**src/rtl/srx_pkg.sv**
```systemverilog
package srx_pkg;
  typedef struct packed {
    logic [7:0] data;
    logic       bit9;
    logic       ferr;
  } srx_word_t;

  typedef enum logic [1:0] {
    ST_IDLE  = 2'd0,
    ST_START = 2'd1,
    ST_DATA  = 2'd2,
    ST_STOP  = 2'd3
  } srx_state_e;
endpackage

```
**src/rtl/srx_baud.sv**
```systemverilog
module srx_baud #(
  parameter int DIV_W = 16
) (
  input  logic             clk_i,
  input  logic             rst_ni,
  input  logic             restart_i,
  input  logic             wide_i,
  input  logic [DIV_W-1:0] div_i,
  output logic             tick_o
);
  localparam int HALF_W = DIV_W / 2;

  logic [DIV_W-1:0] cnt_q;
  logic [DIV_W-1:0] limit;

  assign limit  = wide_i ? div_i : {{(DIV_W-HALF_W){1'b0}}, div_i[HALF_W-1:0]};
  assign tick_o = !restart_i && (cnt_q == limit);

  always_ff @(posedge clk_i or negedge rst_ni) begin
    if (!rst_ni)                       cnt_q <= '0;
    else if (restart_i || cnt_q >= limit) cnt_q <= '0;
    else                               cnt_q <= cnt_q + 1'b1;
  end

  // with a nonzero divisor, ticks never land on back-to-back cycles
  p_tick_gap_r10: assert property (@(posedge clk_i) disable iff (!rst_ni)
    (tick_o && limit != '0) |=> (!tick_o || limit == '0));
endmodule

```
**src/rtl/srx_frame.sv**
```systemverilog
module srx_frame
  import srx_pkg::*;
#(
  parameter int CNT_W = 7
) (
  input  logic       clk_i,
  input  logic       rst_ni,
  input  logic       run_i,
  input  logic       line_i,
  input  logic       tick_i,
  input  logic       nine_bit_i,
  input  logic [1:0] presc_sel_i,
  output logic       restart_o,
  output logic       valid_o,
  output srx_word_t  word_o
);
  srx_state_e       state_q;
  logic [CNT_W-1:0] cnt_q;
  logic [CNT_W-1:0] tpb;
  logic [CNT_W-1:0] half;
  logic [3:0]       bitn_q;
  logic [3:0]       last_bit;
  logic [8:0]       sh_q;
  logic             prev_q;
  logic             fall;

  always_comb begin
    case (presc_sel_i)
      2'd0:    tpb = CNT_W'(64);
      2'd1:    tpb = CNT_W'(16);
      default: tpb = CNT_W'(4);
    endcase
  end
  assign half      = tpb >> 1;
  assign last_bit  = nine_bit_i ? 4'd8 : 4'd7;
  assign fall      = prev_q && !line_i;
  assign restart_o = !run_i || (state_q == ST_IDLE && fall);

  always_ff @(posedge clk_i or negedge rst_ni) begin
    if (!rst_ni) begin
      state_q <= ST_IDLE;
      cnt_q   <= '0;
      bitn_q  <= '0;
      sh_q    <= '0;
      prev_q  <= 1'b1;
      valid_o <= 1'b0;
      word_o  <= '0;
    end else begin
      prev_q  <= line_i;
      valid_o <= 1'b0;
      if (!run_i) begin
        state_q <= ST_IDLE;
        cnt_q   <= '0;
        bitn_q  <= '0;
      end else begin
        case (state_q)
          ST_IDLE: if (fall) begin
            state_q <= ST_START;
            cnt_q   <= '0;
          end
          ST_START: if (tick_i) begin
            if (cnt_q == half - 1'b1) begin
              cnt_q   <= '0;
              bitn_q  <= '0;
              // confirm the start at mid-bit
              state_q <= line_i ? ST_IDLE : ST_DATA;
            end else cnt_q <= cnt_q + 1'b1;
          end
          ST_DATA: if (tick_i) begin
            if (cnt_q == tpb - 1'b1) begin
              cnt_q <= '0;
              sh_q  <= {line_i, sh_q[8:1]};
              if (bitn_q == last_bit) state_q <= ST_STOP;
              else                    bitn_q  <= bitn_q + 1'b1;
            end else cnt_q <= cnt_q + 1'b1;
          end
          ST_STOP: if (tick_i) begin
            if (cnt_q == tpb - 1'b1) begin
              cnt_q       <= '0;
              state_q     <= ST_IDLE;
              valid_o     <= 1'b1;
              word_o.data <= nine_bit_i ? sh_q[7:0] : sh_q[8:1];
              word_o.bit9 <= nine_bit_i & sh_q[8];
              word_o.ferr <= !line_i;
            end else cnt_q <= cnt_q + 1'b1;
          end
          default: state_q <= ST_IDLE;
        endcase
      end
    end
  end

  p_idle_when_off_r8: assert property (@(posedge clk_i) disable iff (!rst_ni)
    !run_i |=> (state_q == ST_IDLE && !valid_o));
  p_single_valid_r1: assert property (@(posedge clk_i) disable iff (!rst_ni)
    valid_o |=> !valid_o);
endmodule

```
**src/rtl/srx_fifo.sv**
```systemverilog
module srx_fifo
  import srx_pkg::*;
#(
  parameter int DEPTH = 2
) (
  input  logic      clk_i,
  input  logic      rst_ni,
  input  logic      push_i,
  input  srx_word_t wdata_i,
  input  logic      pop_i,
  input  logic      ovr_clr_i,
  output srx_word_t head_o,
  output logic      avail_o,
  output logic      overrun_o
);
  localparam int PTR_W = (DEPTH > 1) ? $clog2(DEPTH) : 1;
  localparam int CNT_W = $clog2(DEPTH + 1);

  srx_word_t        mem_q [DEPTH];
  logic [PTR_W-1:0] wr_q, rd_q;
  logic [CNT_W-1:0] count_q;
  logic             full, do_pop, do_push, ovr_hit;

  assign full    = (count_q == CNT_W'(DEPTH));
  assign do_pop  = pop_i && (count_q != '0);
  assign ovr_hit = push_i && !overrun_o && full && !do_pop;
  assign do_push = push_i && !overrun_o && !ovr_hit;
  assign avail_o = (count_q != '0);
  assign head_o  = avail_o ? mem_q[rd_q] : '0;

  function automatic logic [PTR_W-1:0] nxt(input logic [PTR_W-1:0] p);
    return (p == PTR_W'(DEPTH - 1)) ? '0 : p + 1'b1;
  endfunction

  generate
    for (genvar g = 0; g < DEPTH; g++) begin : g_slot
      always_ff @(posedge clk_i or negedge rst_ni) begin
        if (!rst_ni)                             mem_q[g] <= '0;
        else if (do_push && wr_q == PTR_W'(g))   mem_q[g] <= wdata_i;
      end
    end
  endgenerate

  always_ff @(posedge clk_i or negedge rst_ni) begin
    if (!rst_ni) begin
      wr_q      <= '0;
      rd_q      <= '0;
      count_q   <= '0;
      overrun_o <= 1'b0;
    end else begin
      if (do_push) wr_q <= nxt(wr_q);
      if (do_pop)  rd_q <= nxt(rd_q);
      case ({do_push, do_pop})
        2'b10:   count_q <= count_q + 1'b1;
        2'b01:   count_q <= count_q - 1'b1;
        default: ;
      endcase
      if (ovr_clr_i)    overrun_o <= 1'b0;
      else if (ovr_hit) overrun_o <= 1'b1;
    end
  end

  p_count_bound_r3: assert property (@(posedge clk_i) disable iff (!rst_ni)
    count_q <= CNT_W'(DEPTH));
  p_ovr_on_full_r4: assert property (@(posedge clk_i) disable iff (!rst_ni)
    (push_i && full && !pop_i && !ovr_clr_i) |=> overrun_o);
  p_ovr_blocks_push_r5: assert property (@(posedge clk_i) disable iff (!rst_ni)
    (overrun_o && !pop_i) |=> (count_q == $past(count_q)));
  p_ovr_sticky_r5: assert property (@(posedge clk_i) disable iff (!rst_ni)
    (overrun_o && !ovr_clr_i) |=> overrun_o);
endmodule

```
**src/rtl/serial_rx_fifo.sv**
```systemverilog
module serial_rx_fifo
  import srx_pkg::*;
#(
  parameter int DIV_W  = 16,
  parameter int DEPTH  = 2,
  parameter int SYNC_N = 2
) (
  input  logic             clk_i,
  input  logic             rst_ni,
  input  logic             port_en_i,
  input  logic             rx_en_i,
  input  logic             nine_bit_i,
  input  logic             invert_i,
  input  logic             wide_div_i,
  input  logic [1:0]       presc_sel_i,
  input  logic [DIV_W-1:0] div_i,
  input  logic             irq_en_i,
  input  logic             rd_i,
  input  logic             rx_i,
  output logic [7:0]       data_o,
  output logic             bit9_o,
  output logic             frame_err_o,
  output logic             overrun_o,
  output logic             avail_o,
  output logic             irq_o
);
  logic [SYNC_N-1:0] sync_q;
  logic      line, run, tick, restart, wvalid;
  srx_word_t word, head;

  always_ff @(posedge clk_i or negedge rst_ni) begin
    if (!rst_ni) sync_q <= '1;
    else         sync_q <= {sync_q[SYNC_N-2:0], rx_i};
  end

  assign line = sync_q[SYNC_N-1] ^ invert_i;
  assign run  = port_en_i && rx_en_i;

  srx_baud #(.DIV_W(DIV_W)) u_baud (
    .clk_i, .rst_ni, .restart_i(restart), .wide_i(wide_div_i),
    .div_i, .tick_o(tick)
  );

  srx_frame u_frame (
    .clk_i, .rst_ni, .run_i(run), .line_i(line), .tick_i(tick),
    .nine_bit_i, .presc_sel_i, .restart_o(restart),
    .valid_o(wvalid), .word_o(word)
  );

  srx_fifo #(.DEPTH(DEPTH)) u_fifo (
    .clk_i, .rst_ni, .push_i(wvalid), .wdata_i(word), .pop_i(rd_i),
    .ovr_clr_i(!rx_en_i), .head_o(head), .avail_o, .overrun_o
  );

  assign data_o      = head.data;
  assign bit9_o      = head.bit9;
  assign frame_err_o = head.ferr;
  assign irq_o       = avail_o && irq_en_i;

  p_irq_needs_data_r7: assert property (@(posedge clk_i) disable iff (!rst_ni)
    !avail_o |-> !irq_o);
endmodule

```
**config.mk**
```make
export PLATFORM = sky130hd
export DESIGN_NAME = serial_rx_fifo
export DESIGN_NICKNAME = d
export VERILOG_FILES = /design/src/rtl/srx_pkg.sv /design/src/rtl/srx_baud.sv /design/src/rtl/srx_frame.sv /design/src/rtl/srx_fifo.sv /design/src/rtl/serial_rx_fifo.sv
export SDC_FILE = /design/constraint.sdc
export NUM_CORES = 1
export LEC_CHECK = 0
export BUFFER_PORTS_ARGS = -buffer_cell sky130_fd_sc_hd__buf_2
export CORE_UTILIZATION = 59
export DETAILED_ROUTE_END_ITERATION = 10
export MAX_ROUTING_LAYER = met4
export PLACE_DENSITY = 0.8
export SKIP_LAST_GASP = 1
export SLEW_MARGIN = 10
export SYNTH_ARGS = -nofsm -noshare
export SYNTH_HDL_FRONTEND = slang
export SYNTH_SLANG_ARGS = --single-unit
```
**constraint.sdc**
```tcl
create_clock -name clk_i -period 2.7 [get_ports clk_i]
set_input_delay 0.54 -clock clk_i [delete_from_list [all_inputs] [get_ports clk_i]]
set_output_delay 0.54 -clock clk_i [all_outputs]
set_load 0.005 [all_outputs]
```
==> key figures, run 1 <==
Clock tree
  • Post-CTS setup buffer count: 0
  • Clock buffer depth: 2
  • Sink Count: 77
  • CTS clk-pin slew, worst paths: 0.08 ns
  • Clk Latency, worst-skew pair: 0.35 ns
  • # H-tree levels: 3
  • CTS root buf: clkbuf_8
  • CTS tree: done
  • Cts repair resizes: 0
  • Cts bufs inserted: 9
  • CTS Hold Bufs: 0

Floorplan
  • Core Footprint: 0.00683 mm^2
  • Initial Utilization: 61.7%
  • Num rows: 30
  • Die Width: 86.6 um
  • Die Ht: 86.6 um
  • Die ar.: 0.00749 mm^2
  • IO Pins: 41

Yosys
  • Seq/Total Area, Yosys: 45.8%
  • Netlist Area Pre-Place: 0.00422 mm^2
  • Post-synth top flop: dfrtp_1
  • Synth cell types: 59
  • Gate Count Post-Synth: 396
  • Post-Syn Nets: 444
  • Seq cells post-synth: 77
  • Fraction of registers with async set/reset: 100%
  • Number of synthesized flops with an enable pin: 0
  • Ys Warns: 0
  • Average cell area after synthesis: 10.7 um^2

Critical path
  • Critical path startpoint category: flip-flop
  • Worst reg2reg startpoint: u_baud.cnt_q[7]
  • R2R depth: 6
  • WP data required: 2.96 ns
  • Reg2reg setup slack: 0.37 ns
  • Path type of the worst setup path: reg -> reg
  • RR Endpoint: u_frame.cnt_q[4]
  • Crit path capture type: flip-flop
  • Critical Path AT: 2.59 ns
  • CP max FO: 8

Routing
  • DRT iter0 DRCs: 101
  • Initial DRT Pass Iterations: 4
  • DRC: 0
  • WL/cell: 14.7 um
  • Post-Route WL: 7990 um
  • Final ANT Viol Nets: 0
  • Via-to-Cell Ratio: 5.66
  • Via count: 3075

Place
  • GPL Wtd Cong: 0.913
  • HPWL Detailed: 5770 um
  • Dpl ws: 0.104 ns
  • Port Buf Inserts: 40

Status
  • Outcome: complete, no violations

Pwr
  • P per Cell Area: 508 mW/mm^2
  • Sw Share: 26.6%
  • Leakage: 0.00238 uW
  • Part of the power in combinational logic: 11.0%
  • Sw Pwr: 643 uW
  • Peak supply drop: 0.230 mV
  • Pint: 1770 uW
  • Reg power frac: 51.8%
  • Clock power share: 37.2%

Hold path
  • Min-delay worst type: in -> reg
  • Hold wc startpoint: rx_i
  • WHS Path Cells: 1
  • Hold endpoint: sync_q[0]

Cells and area
  • Fin nets: 490
  • Antenna cells: 0
  • Layout area overhead: 12.5%
  • Share of cells above drive strength 1: 19.2%

STA
  • Worst setup slack after layout: 0.368 ns
  • Final clock skew: 0.00837 ns
  • Period utilization: 86.4%
  • Min cycle time layout: 2.33 ns
  • Worst hold margin: 0.287 ns
  • Sum of negative setup slack: 0 ns
  • Max-slew headroom: 36.1%
  • Slew Limit Fails: 0
  • Final Hold Vio Count: 0
  • Setup violators final: 0
  • Fmax: 0.429 GHz
  • RSZ-0062 raised after global routing: false
  • Worst slew pin tran: 0.959 ns

GRT
  • Largest net degree at the start of global routing: 78
  • GRT overflow: 0
  • Total GRT Usage: 24.5%
  • Vias in the first global route: 3018
  • First-pass GRT wire length: 13900 um
  • Initial antenna violation count: 0

Flow run
  • Max Cap Violations: 0
## worst max path at each step
stage / startpoint / endpoint / slack (ns) / depth (start not counted)
after global placement: wide_div_i / u_frame.cnt_q[3] / 0.16 / 8
final: u_baud.cnt_q[7] / u_frame.cnt_q[4] / 0.37 / 6
after global routing: u_baud.cnt_q[7] / u_frame.cnt_q[4] / 0.24 / 6
after floorplan: wide_div_i / u_frame.word_o[0] / 0.08 / 9
after CTS: u_baud.cnt_q[7] / u_frame.cnt_q[4] / 0.37 / 6
after detailed placement: wide_div_i / u_frame.cnt_q[4] / 0.10 / 8
## cells in the mapped netlist (all sizes together) (3+ instances only)
master   number  area (um^2)
nor3b        11         82.6
o211ai        4         30.0
and4b         3         33.8
nand4         7         43.8
o311ai        3         33.8
o2111ai       5         43.8
a21oi        11         55.1
inv          20         75.1
dfrtp        74         1850
nor2         31          119
ha           20          250
nor3          7         40.0
xor2          8         70.1
o211a         4         40.0
mux2i        13          130
nor2b         6         37.5
mux2         44          495
and3          5         31.3
dfstp         3         78.8
nand3         7         35.0
clkbuf        6         22.5
buf           6         31.3
and2          3         18.8
o21ai        10         53.8
xnor2        12          105
nand2        45          169
nor4          4         46.3
o21a          3         22.5
## flip-flops by register name, summed over array words and instances (netlist names)
name              count
u_fifo.count_q        2
u_fifo.rd_q           1
u_frame.state_q       2
u_baud.cnt_q         16
u_frame.valid_o       1
u_frame.prev_q        1
u_frame.bitn_q        4
u_fifo.mem_q         20
u_frame.word_o       10
u_fifo.overrun_o      1
sync_q                2
u_frame.cnt_q         7
u_frame.sh_q          9
u_fifo.wr_q           1
## routing by layer
| layer | vias up | track usage, % | wire [um] |
|---|---|---|---|
| met5 | - | - | 0 |
| met2 | 74 | 39.7 | 3800 |
| met3 | 18 | 3.71 | 308 |
| met1 | 1474 | 31.1 | 3710 |
| met4 | 0 | 10.2 | 176 |
| li1 | 1509 | - | - |
## worst max-delay path, cell delays in order, from the launching register on
cell,delay [ns]
dfrtp_1,0.43
ha_1,0.34
nand4_1,0.19
or4_1,0.64
o21ai_2,0.34
o2111ai_1,0.17
o211ai_1,0.13
## cells by family (layout without fill, tap and decap cells)
kind of cell	count (synthesis)	count (layout)	share of synthesized area, %
AND/OR/NAND/NOR	141	141	17.8
flip-flops	77	77	45.8
multiplexers	57	57	14.8
AO/OA/AOI/OAI	49	49	8.45
buffers and inverters	32	83	3.06
adder cells (fa/ha/maj)	20	20	5.93
XOR/XNOR	20	20	4.15
## cells in the final DEF, fill, tap and decap left out, types with 3 or more instances in the layout
cell        n
dfrtp_1    74
nand2_1    45
buf_2      39
mux2_1     35
nor2_1     30
ha_1       20
inv_1      19
mux2i_1    13
xnor2_1    12
nor3b_1    11
a21oi_1    11
clkbuf_8   10
mux2_2      9
xor2_1      8
buf_4       8
nand4_1     7
nand3_1     7
o21ai_1     7
nor2b_1     6
nor3_1      6
and3_1      5
o2111ai_1   5
o211ai_1    4
o21a_1      3
o211a_1     3
and2_1      3
clkinv_4    3
dfstp_2     3
## through the flow
stage	area, um^2	std cells	power [uW]	utilization, %
2_1_floorplan	4220	396	1440	-
3_3_place_gp	4540	527	1530	66.4
3_5_place_dp	4540	527	1540	66.4
4_1_cts	4750	543	2440	69.5
5_1_grt	4750	543	2510	69.5
6_report	4750	543	2410	69.5
## final cells by class
| type | instances | area [um^2] |
|---|---|---|
| repair buffers | 47 | 255 |
| fillers | 531 | 2080 |
| clock buffers | 10 | 138 |
| clock inverters | 6 | 70.1 |
| multi-input cells | 287 | 2160 |
| inverters | 20 | 75.1 |
| flip-flops and latches | 77 | 1930 |
| well taps | 96 | 120 |
## power by group through the flow
stage / logic (uW) / clock network (uW) / registers [uW]
floorplan: 206 / 0 / 1230
global placement: 262 / 0 / 1270
detailed placement: 269 / 0 / 1270
CTS: 269 / 918 / 1250
global route: 301 / 955 / 1260
finish: 266 / 897 / 1250
Note: power is estimated with default switching activity, not from simulation.
==> inputs of run 2 (changes only) <==
--- a/config.mk
+++ b/config.mk
@@ -6,10 +6,12 @@
 export NUM_CORES = 1
 export LEC_CHECK = 0
 export BUFFER_PORTS_ARGS = -buffer_cell sky130_fd_sc_hd__buf_2
+export CAP_MARGIN = 15
 export CORE_UTILIZATION = 59
 export DETAILED_ROUTE_END_ITERATION = 10
 export MAX_ROUTING_LAYER = met4
 export PLACE_DENSITY = 0.8
+export RECOVER_POWER = 25
 export SKIP_LAST_GASP = 1
 export SLEW_MARGIN = 10
 export SYNTH_ARGS = -nofsm -noshare
==> run 2 against run 1 <==
Net effect: the run now ends with max-capacitance violations, max-slew violations left; combinational power about the same; clock skew did not move; wire length is the same; critical path type unchanged; clock-buffer cell count is the same; highest routed layer unchanged; cell count did not move; setup slack did not move; clock power hardly changed.
==> key figures, run 2 (same netlist as run 1, synthesis figures left out) <==
Pwr
  • Part of the power in combinational logic: 11.0%
  • Sw Pwr: 643 uW
  • P per Cell Area: 508 mW/mm^2
  • Clock power share: 37.2%
  • Pint: 1770 uW
  • Leakage: 0.00238 uW
  • Reg power frac: 51.8%
  • Peak supply drop: 0.230 mV
  • Sw Share: 26.6%

Routing
  • Via-to-Cell Ratio: 5.66
  • Final ANT Viol Nets: 0
  • Via count: 3075
  • DRT iter0 DRCs: 101
  • DRC: 0
  • WL/cell: 14.7 um
  • Initial DRT Pass Iterations: 4
  • Post-Route WL: 7990 um

Flow run
  • Max Cap Violations: 1

Clock tree
  • Sink Count: 77
  • CTS clk-pin slew, worst paths: 0.08 ns
  • Clock buffer depth: 2
  • CTS Hold Bufs: 0
  • Cts bufs inserted: 9
  • # H-tree levels: 3
  • Post-CTS setup buffer count: 0
  • CTS root buf: clkbuf_8
  • CTS tree: done
  • Cts repair resizes: 0
  • Clk Latency, worst-skew pair: 0.35 ns

Critical path
  • Critical path startpoint category: flip-flop
  • CP max FO: 8
  • Crit path capture type: flip-flop
  • Critical Path AT: 2.59 ns
  • Worst path max stage delay: 0.64 ns
  • Crit-path cells: ha_1, nand4_1, or4_1, o21ai_2, o2111ai_1, o211ai_1
  • Path type of the worst setup path: reg -> reg
  • Buf+Inv Stages, Crit Path: 0
  • WP data required: 2.96 ns
  • CP top delay family: simple AND/OR/NAND/NOR gates
  • CP max stage cell: or4_1

Floorplan
  • Core Footprint: 0.00683 mm^2
  • Num rows: 30
  • Initial Utilization: 61.7%
  • Die ar.: 0.00749 mm^2
  • Die Ht: 86.6 um
  • IO Pins: 41
  • Die Width: 86.6 um

STA
  • Sum of negative setup slack: 0 ns
  • Worst slew pin tran: 1.88 ns
  • Slew Limit Fails: 78
  • Fmax: 0.429 GHz
  • Final clock skew: 0.00837 ns
  • Final Hold Vio Count: 0
  • RSZ-0062 raised after global routing: false
  • Setup violators final: 0
  • Min cycle time layout: 2.33 ns
  • Max-slew headroom: -25.5%
  • Worst setup slack after layout: 0.368 ns
  • Period utilization: 86.4%

GRT
  • Total GRT Usage: 24.5%
  • First-pass GRT wire length: 13900 um
  • Initial antenna violation count: 0
  • GRT overflow: 0
  • Vias in the first global route: 3018
  • Largest net degree at the start of global routing: 78

Hold path
  • Min-delay worst type: in -> reg

Cells and area
  • Largest register by flop count: u_fifo.mem_q
  • Commonest non-fill, non-tap cell in the layout: dfrtp_1
  • Max reg flops: 20
  • Fin nets: 490
  • Antenna cells: 0
  • Commonest non-fill, non-tap cells in the layout: dfrtp_1 (74), nand2_1 (45), buf_2 (39)
  • Layout area overhead: 12.5%
  • Largest registers: u_fifo.mem_q x20, u_baud.cnt_q x16, u_frame.word_o x10
  • Fillers: 532
  • Share of cells above drive strength 1: 19.2%

Status
  • Violated checks: max-capacitance violations, max-slew violations
  • Outcome: finished with violations

Place
  • GPL Wtd Cong: 0.913
  • Dpl ws: 0.104 ns
  • Port Buf Inserts: 40
  • HPWL Detailed: 5770 um
run 2: changes by cell type in the layout (fill, tap and decap cells not counted), sizes merged:
cell / before / now
buf: 47 / 46
clkbuf: 10 / 11
run 2: metal layers:
| layer | global-route usage (%) | part of all wire, % | up-vias | wire length [um] |
|---|---|---|---|---|
| li1 | - | - | 1509 | - |
| met5 | - | 0 | - | 0 |
| met4 | 10.2 | 2.2 | 0 | 176 |
| met2 | 39.7 | 48 | 74 | 3800 |
| met1 | 31.1 | 46 | 1474 | 3710 |
| met3 | 3.71 | 3.9 | 18 | 308 |
run 2: metrics by stage:
stage	util [%]	cell area (um^2)	hold slack (ns)	total power [uW]	std cells
final	69.5	4740	0.287	2410	543
after global routing	69.5	4740	0.282	2510	543
after CTS	69.5	4750	0.277	2440	543
after detailed placement	66.4	4540	0.353	1540	527
after global placement	66.4	4540	0.345	1530	527
after floorplan	-	4220	0.244	1440	396
run 2: worst register-to-register path, stage by stage, from the launching register on:
cell	delay, ns
dfrtp_1	0.43
ha_1	0.34
nand4_1	0.19
or4_1	0.64
o21ai_2	0.34
o2111ai_1	0.17
o211ai_1	0.13
run 2: final timing paths:
check | startpoint | endpoint | slack [ns] | depth (start not counted)
hold / removal | rx_i | sync_q[0] | 0.29 | 1
min in group asynchronous | rst_ni | u_fifo.mem_q[1] | 0.68 | 1
hold reg to reg | sync_q[0] | sync_q[1] | 0.37 | 0
setup reg to reg | u_baud.cnt_q[7] | u_frame.cnt_q[4] | 0.37 | 6
max in group asynchronous | rst_ni | u_baud.cnt_q[2] | 0.88 | 1
setup / recovery | u_baud.cnt_q[7] | u_frame.cnt_q[4] | 0.37 | 6
run 2: cell type report:
cell class	instances	area [um^2]	area share (%)
Clock inverter	6	70.1	1.48
Tap cell	96	120	2.53
Timing Repair Buffer	47	253	5.33
Multi-Input combinational cell	287	2160	45.5
Inverter	20	75.1	1.58
Sequential cell	77	1930	40.7
Clock buffer	10	138	2.90
run 2: power by group through the flow:
stage / clock network (uW) / registers (uW) / logic, uW
6_report: 897 / 1250 / 265
5_1_grt: 955 / 1260 / 300
4_1_cts: 918 / 1250 / 269
3_5_place_dp: 0 / 1270 / 269
3_3_place_gp: 0 / 1270 / 262
2_1_floorplan: 0 / 1230 / 206
==> inputs of run 3 (changes only) <==
--- a/config.mk
+++ b/config.mk
@@ -5,12 +5,13 @@
 export SDC_FILE = /design/constraint.sdc
 export NUM_CORES = 1
 export LEC_CHECK = 0
+export ABC_AREA = 1
 export BUFFER_PORTS_ARGS = -buffer_cell sky130_fd_sc_hd__buf_2
 export CAP_MARGIN = 15
-export CORE_UTILIZATION = 59
+export CORE_UTILIZATION = 60
 export DETAILED_ROUTE_END_ITERATION = 10
 export MAX_ROUTING_LAYER = met4
-export PLACE_DENSITY = 0.8
+export PLACE_DENSITY = 0.81
 export RECOVER_POWER = 25
 export SKIP_LAST_GASP = 1
 export SLEW_MARGIN = 10
==> run 3 against run 2 <==
Net effect: the flow still finishes with violations (max-capacitance violations, max-slew violations); fmax up 7.9%; hold slack worse by 0.0088 ns; clock-buffer cell count down 1; flip-flop and latch count unchanged; area after synthesis up 3.1%.
==> key figures, run 3 <==
Status
  • Outcome: finished with violations
  • Violated checks: max-capacitance violations, max-slew violations

GRT
  • Largest net degree at the start of global routing: 78
  • GRT overflow: 0
  • Initial antenna violation count: 0
  • Total GRT Usage: 25.7%
  • Vias in the first global route: 3371
  • First-pass GRT wire length: 14700 um

Yosys
  • Netlist Area Pre-Place: 0.00435 mm^2
  • Cell taking the most area after synthesis: dfrtp_1
  • Average cell area after synthesis: 7.98 um^2
  • Seq/Total Area, Yosys: 44.4%
  • Post-synth top area share: 42.6%
  • Top post-synthesis cells by count: nand2_1 (144), dfrtp_1 (74), inv_1 (62)
  • Gate Count Post-Synth: 545
  • Top-count cell post-synth: nand2_1
  • Post-synth top flop: dfrtp_1
  • Number of synthesized flops with an enable pin: 0
  • Post-Syn Nets: 593
  • Synth top area cells: dfrtp_1 (43%), nand2_1 (12%), ha_1 (5.8%)
  • Fraction of registers with async set/reset: 100%
  • Ys Warns: 0
  • Seq cells post-synth: 77
  • Synth cell types: 37

STA
  • Setup violators final: 0
  • Min cycle time layout: 2.16 ns
  • Worst slew pin tran: 1.88 ns
  • Slew Limit Fails: 78
  • Worst hold margin: 0.278 ns
  • Fmax: 0.463 GHz
  • RSZ-0062 raised after global routing: false
  • Final clock skew: 0.0107 ns
  • Max-slew headroom: -25.3%
  • Sum of negative setup slack: 0 ns
  • Final Hold Vio Count: 0
  • Period utilization: 80.0%

Floorplan
  • IO Pins: 41
  • Die Width: 87.1 um
  • Die ar.: 0.00759 mm^2
  • Die Ht: 87.1 um
  • Core Footprint: 0.00691 mm^2
  • Num rows: 30
  • Initial Utilization: 62.9%

Cells and area
  • Antenna cells: 0
  • Fillers: 568
  • Share of cells above drive strength 1: 16.6%
  • Layout area overhead: 11.3%
  • Commonest non-fill, non-tap cell in the layout: nand2_1
  • Commonest non-fill, non-tap cells in the layout: nand2_1 (144), dfrtp_1 (74), inv_1 (62)
  • Fin nets: 632
  • Largest registers: u_fifo.mem_q x20, u_baud.cnt_q x16, u_frame.word_o x10
  • Max reg flops: 20
  • Largest register by flop count: u_fifo.mem_q
  • Final Non-Filler Cells: 685
  • Final core utilization: 70.1%

Clock tree
  • CTS root buf: clkbuf_8
  • Clk Latency, worst-skew pair: 0.35 ns
  • Cts repair resizes: 0
  • Clock buffer depth: 2
  • # H-tree levels: 3
  • CTS Hold Bufs: 0
  • Cts bufs inserted: 9
  • CTS tree: done
  • Post-CTS setup buffer count: 0
  • Sink Count: 77
  • CTS clk-pin slew, worst paths: 0.08 ns

Critical path
  • Worst reg2reg startpoint: u_fifo.count_q[0]
  • Buf+Inv Stages, Crit Path: 2
  • CP top delay family: flip-flops
  • CP max stage cell: dfrtp_1
  • WP data required: 2.16 ns
  • CP max FO: 9
  • Path type of the worst setup path: reg -> out
  • Critical Path AT: 1.62 ns
  • Critical path startpoint category: flip-flop
  • Setup crit start: u_fifo.count_q[0]
  • Worst path max stage delay: 0.43 ns
  • Crit-path cells: nor2_1, inv_1, o21ai_0, a21oi_1, buf_2
  • Crit path capture type: primary output

Pwr
  • Leakage: 0.00236 uW
  • P per Cell Area: 568 mW/mm^2
  • Peak supply drop: 0.277 mV

Routing
  • DRT iter0 DRCs: 105
  • Initial DRT Pass Iterations: 4
  • WL/cell: 12.5 um
  • Via count: 3547
  • Via-to-Cell Ratio: 5.18
  • DRC: 0
  • Post-Route WL: 8530 um
  • Final ANT Viol Nets: 0

Place
  • Port Buf Inserts: 40
  • GPL Wtd Cong: 0.890
  • Placed Cells: 669
  • HPWL Detailed: 6210 um

Hold path
  • Hold wc startpoint: rx_i
  • Min-delay worst type: in -> reg

Flow run
  • Max Cap Violations: 1
run 3: cells by family after synthesis:
kind of cell | count (synthesis) | share of synthesized area (%)
AOI/OAI and AO/OA | 88 | 11.5
xor gates and xnor gates | 17 | 3.43
adders and majority gates | 20 | 5.76
buffers and inverters | 81 | 7.43
DFF | 77 | 44.4
muxes | 4 | 1.01
and+or+nand+nor | 258 | 26.5
run 3: worst paths after layout:
check                                     to  slack, ns  depth (start not counted)
max in group asynchronous    u_baud.cnt_q[4]       0.89                          1
min                                sync_q[0]       0.28                          1
max reg2reg                 u_fifo.mem_q[17]       0.58                          7
min reg2reg                        sync_q[1]       0.36                          0
max                                data_o[2]       0.54                          5
min in group asynchronous  u_fifo.count_q[0]       0.69                          1
run 3: worst reg2reg max path, cell delays in order (launching register included):
cell and delay [ns]:
dfrtp_1 0.42, nor2_1 0.12, nor2_1 0.29, o21ai_2 0.17, nor2_1 0.61, inv_2 0.24
nand2_1 0.11, nand2_1 0.06
run 3: power breakdown:
| group | leakage (uW) | internal, uW | total [uW] | switching (uW) |
|---|---|---|---|---|
| registers | 0.00101 | 1190 | 1250 | 65.8 |
| clock network | 0.000121 | 620 | 1070 | 447 |
| logic | 0.00123 | 178 | 429 | 251 |
| total | 0.00236 | 1980 | 2750 | 764 |
run 3: through the flow:
step	total power, uW	area [um^2]	setup slack (ns)
detailed placement	1730	4610	0.413
global route	2880	4840	0.301
floorplan	1550	4350	0.527
CTS	2790	4860	0.578
global placement	1710	4610	0.518
finish	2750	4840	0.539
run 3: cell type report:
| type | instances | area (um^2) | share of cell area [%] |
|---|---|---|---|
| clock buffer | 9 | 124 | 2.56 |
| clock inverter | 7 | 123 | 2.53 |
| inverter | 68 | 255 | 5.28 |
| multi-input combinational | 387 | 2080 | 43.0 |
| sequential | 77 | 1930 | 39.9 |
| tap | 96 | 120 | 2.48 |
| timing repair buffer | 41 | 208 | 4.29 |
run 3: per-layer routing:
metal	vias up	part of all wire, %	GRT usage, %
li1	1826	-	-
met1	1659	46	30.8
met2	48	51	44.2
met3	14	2.2	3.51
met4	0	1.7	9.39
met5	-	0	-
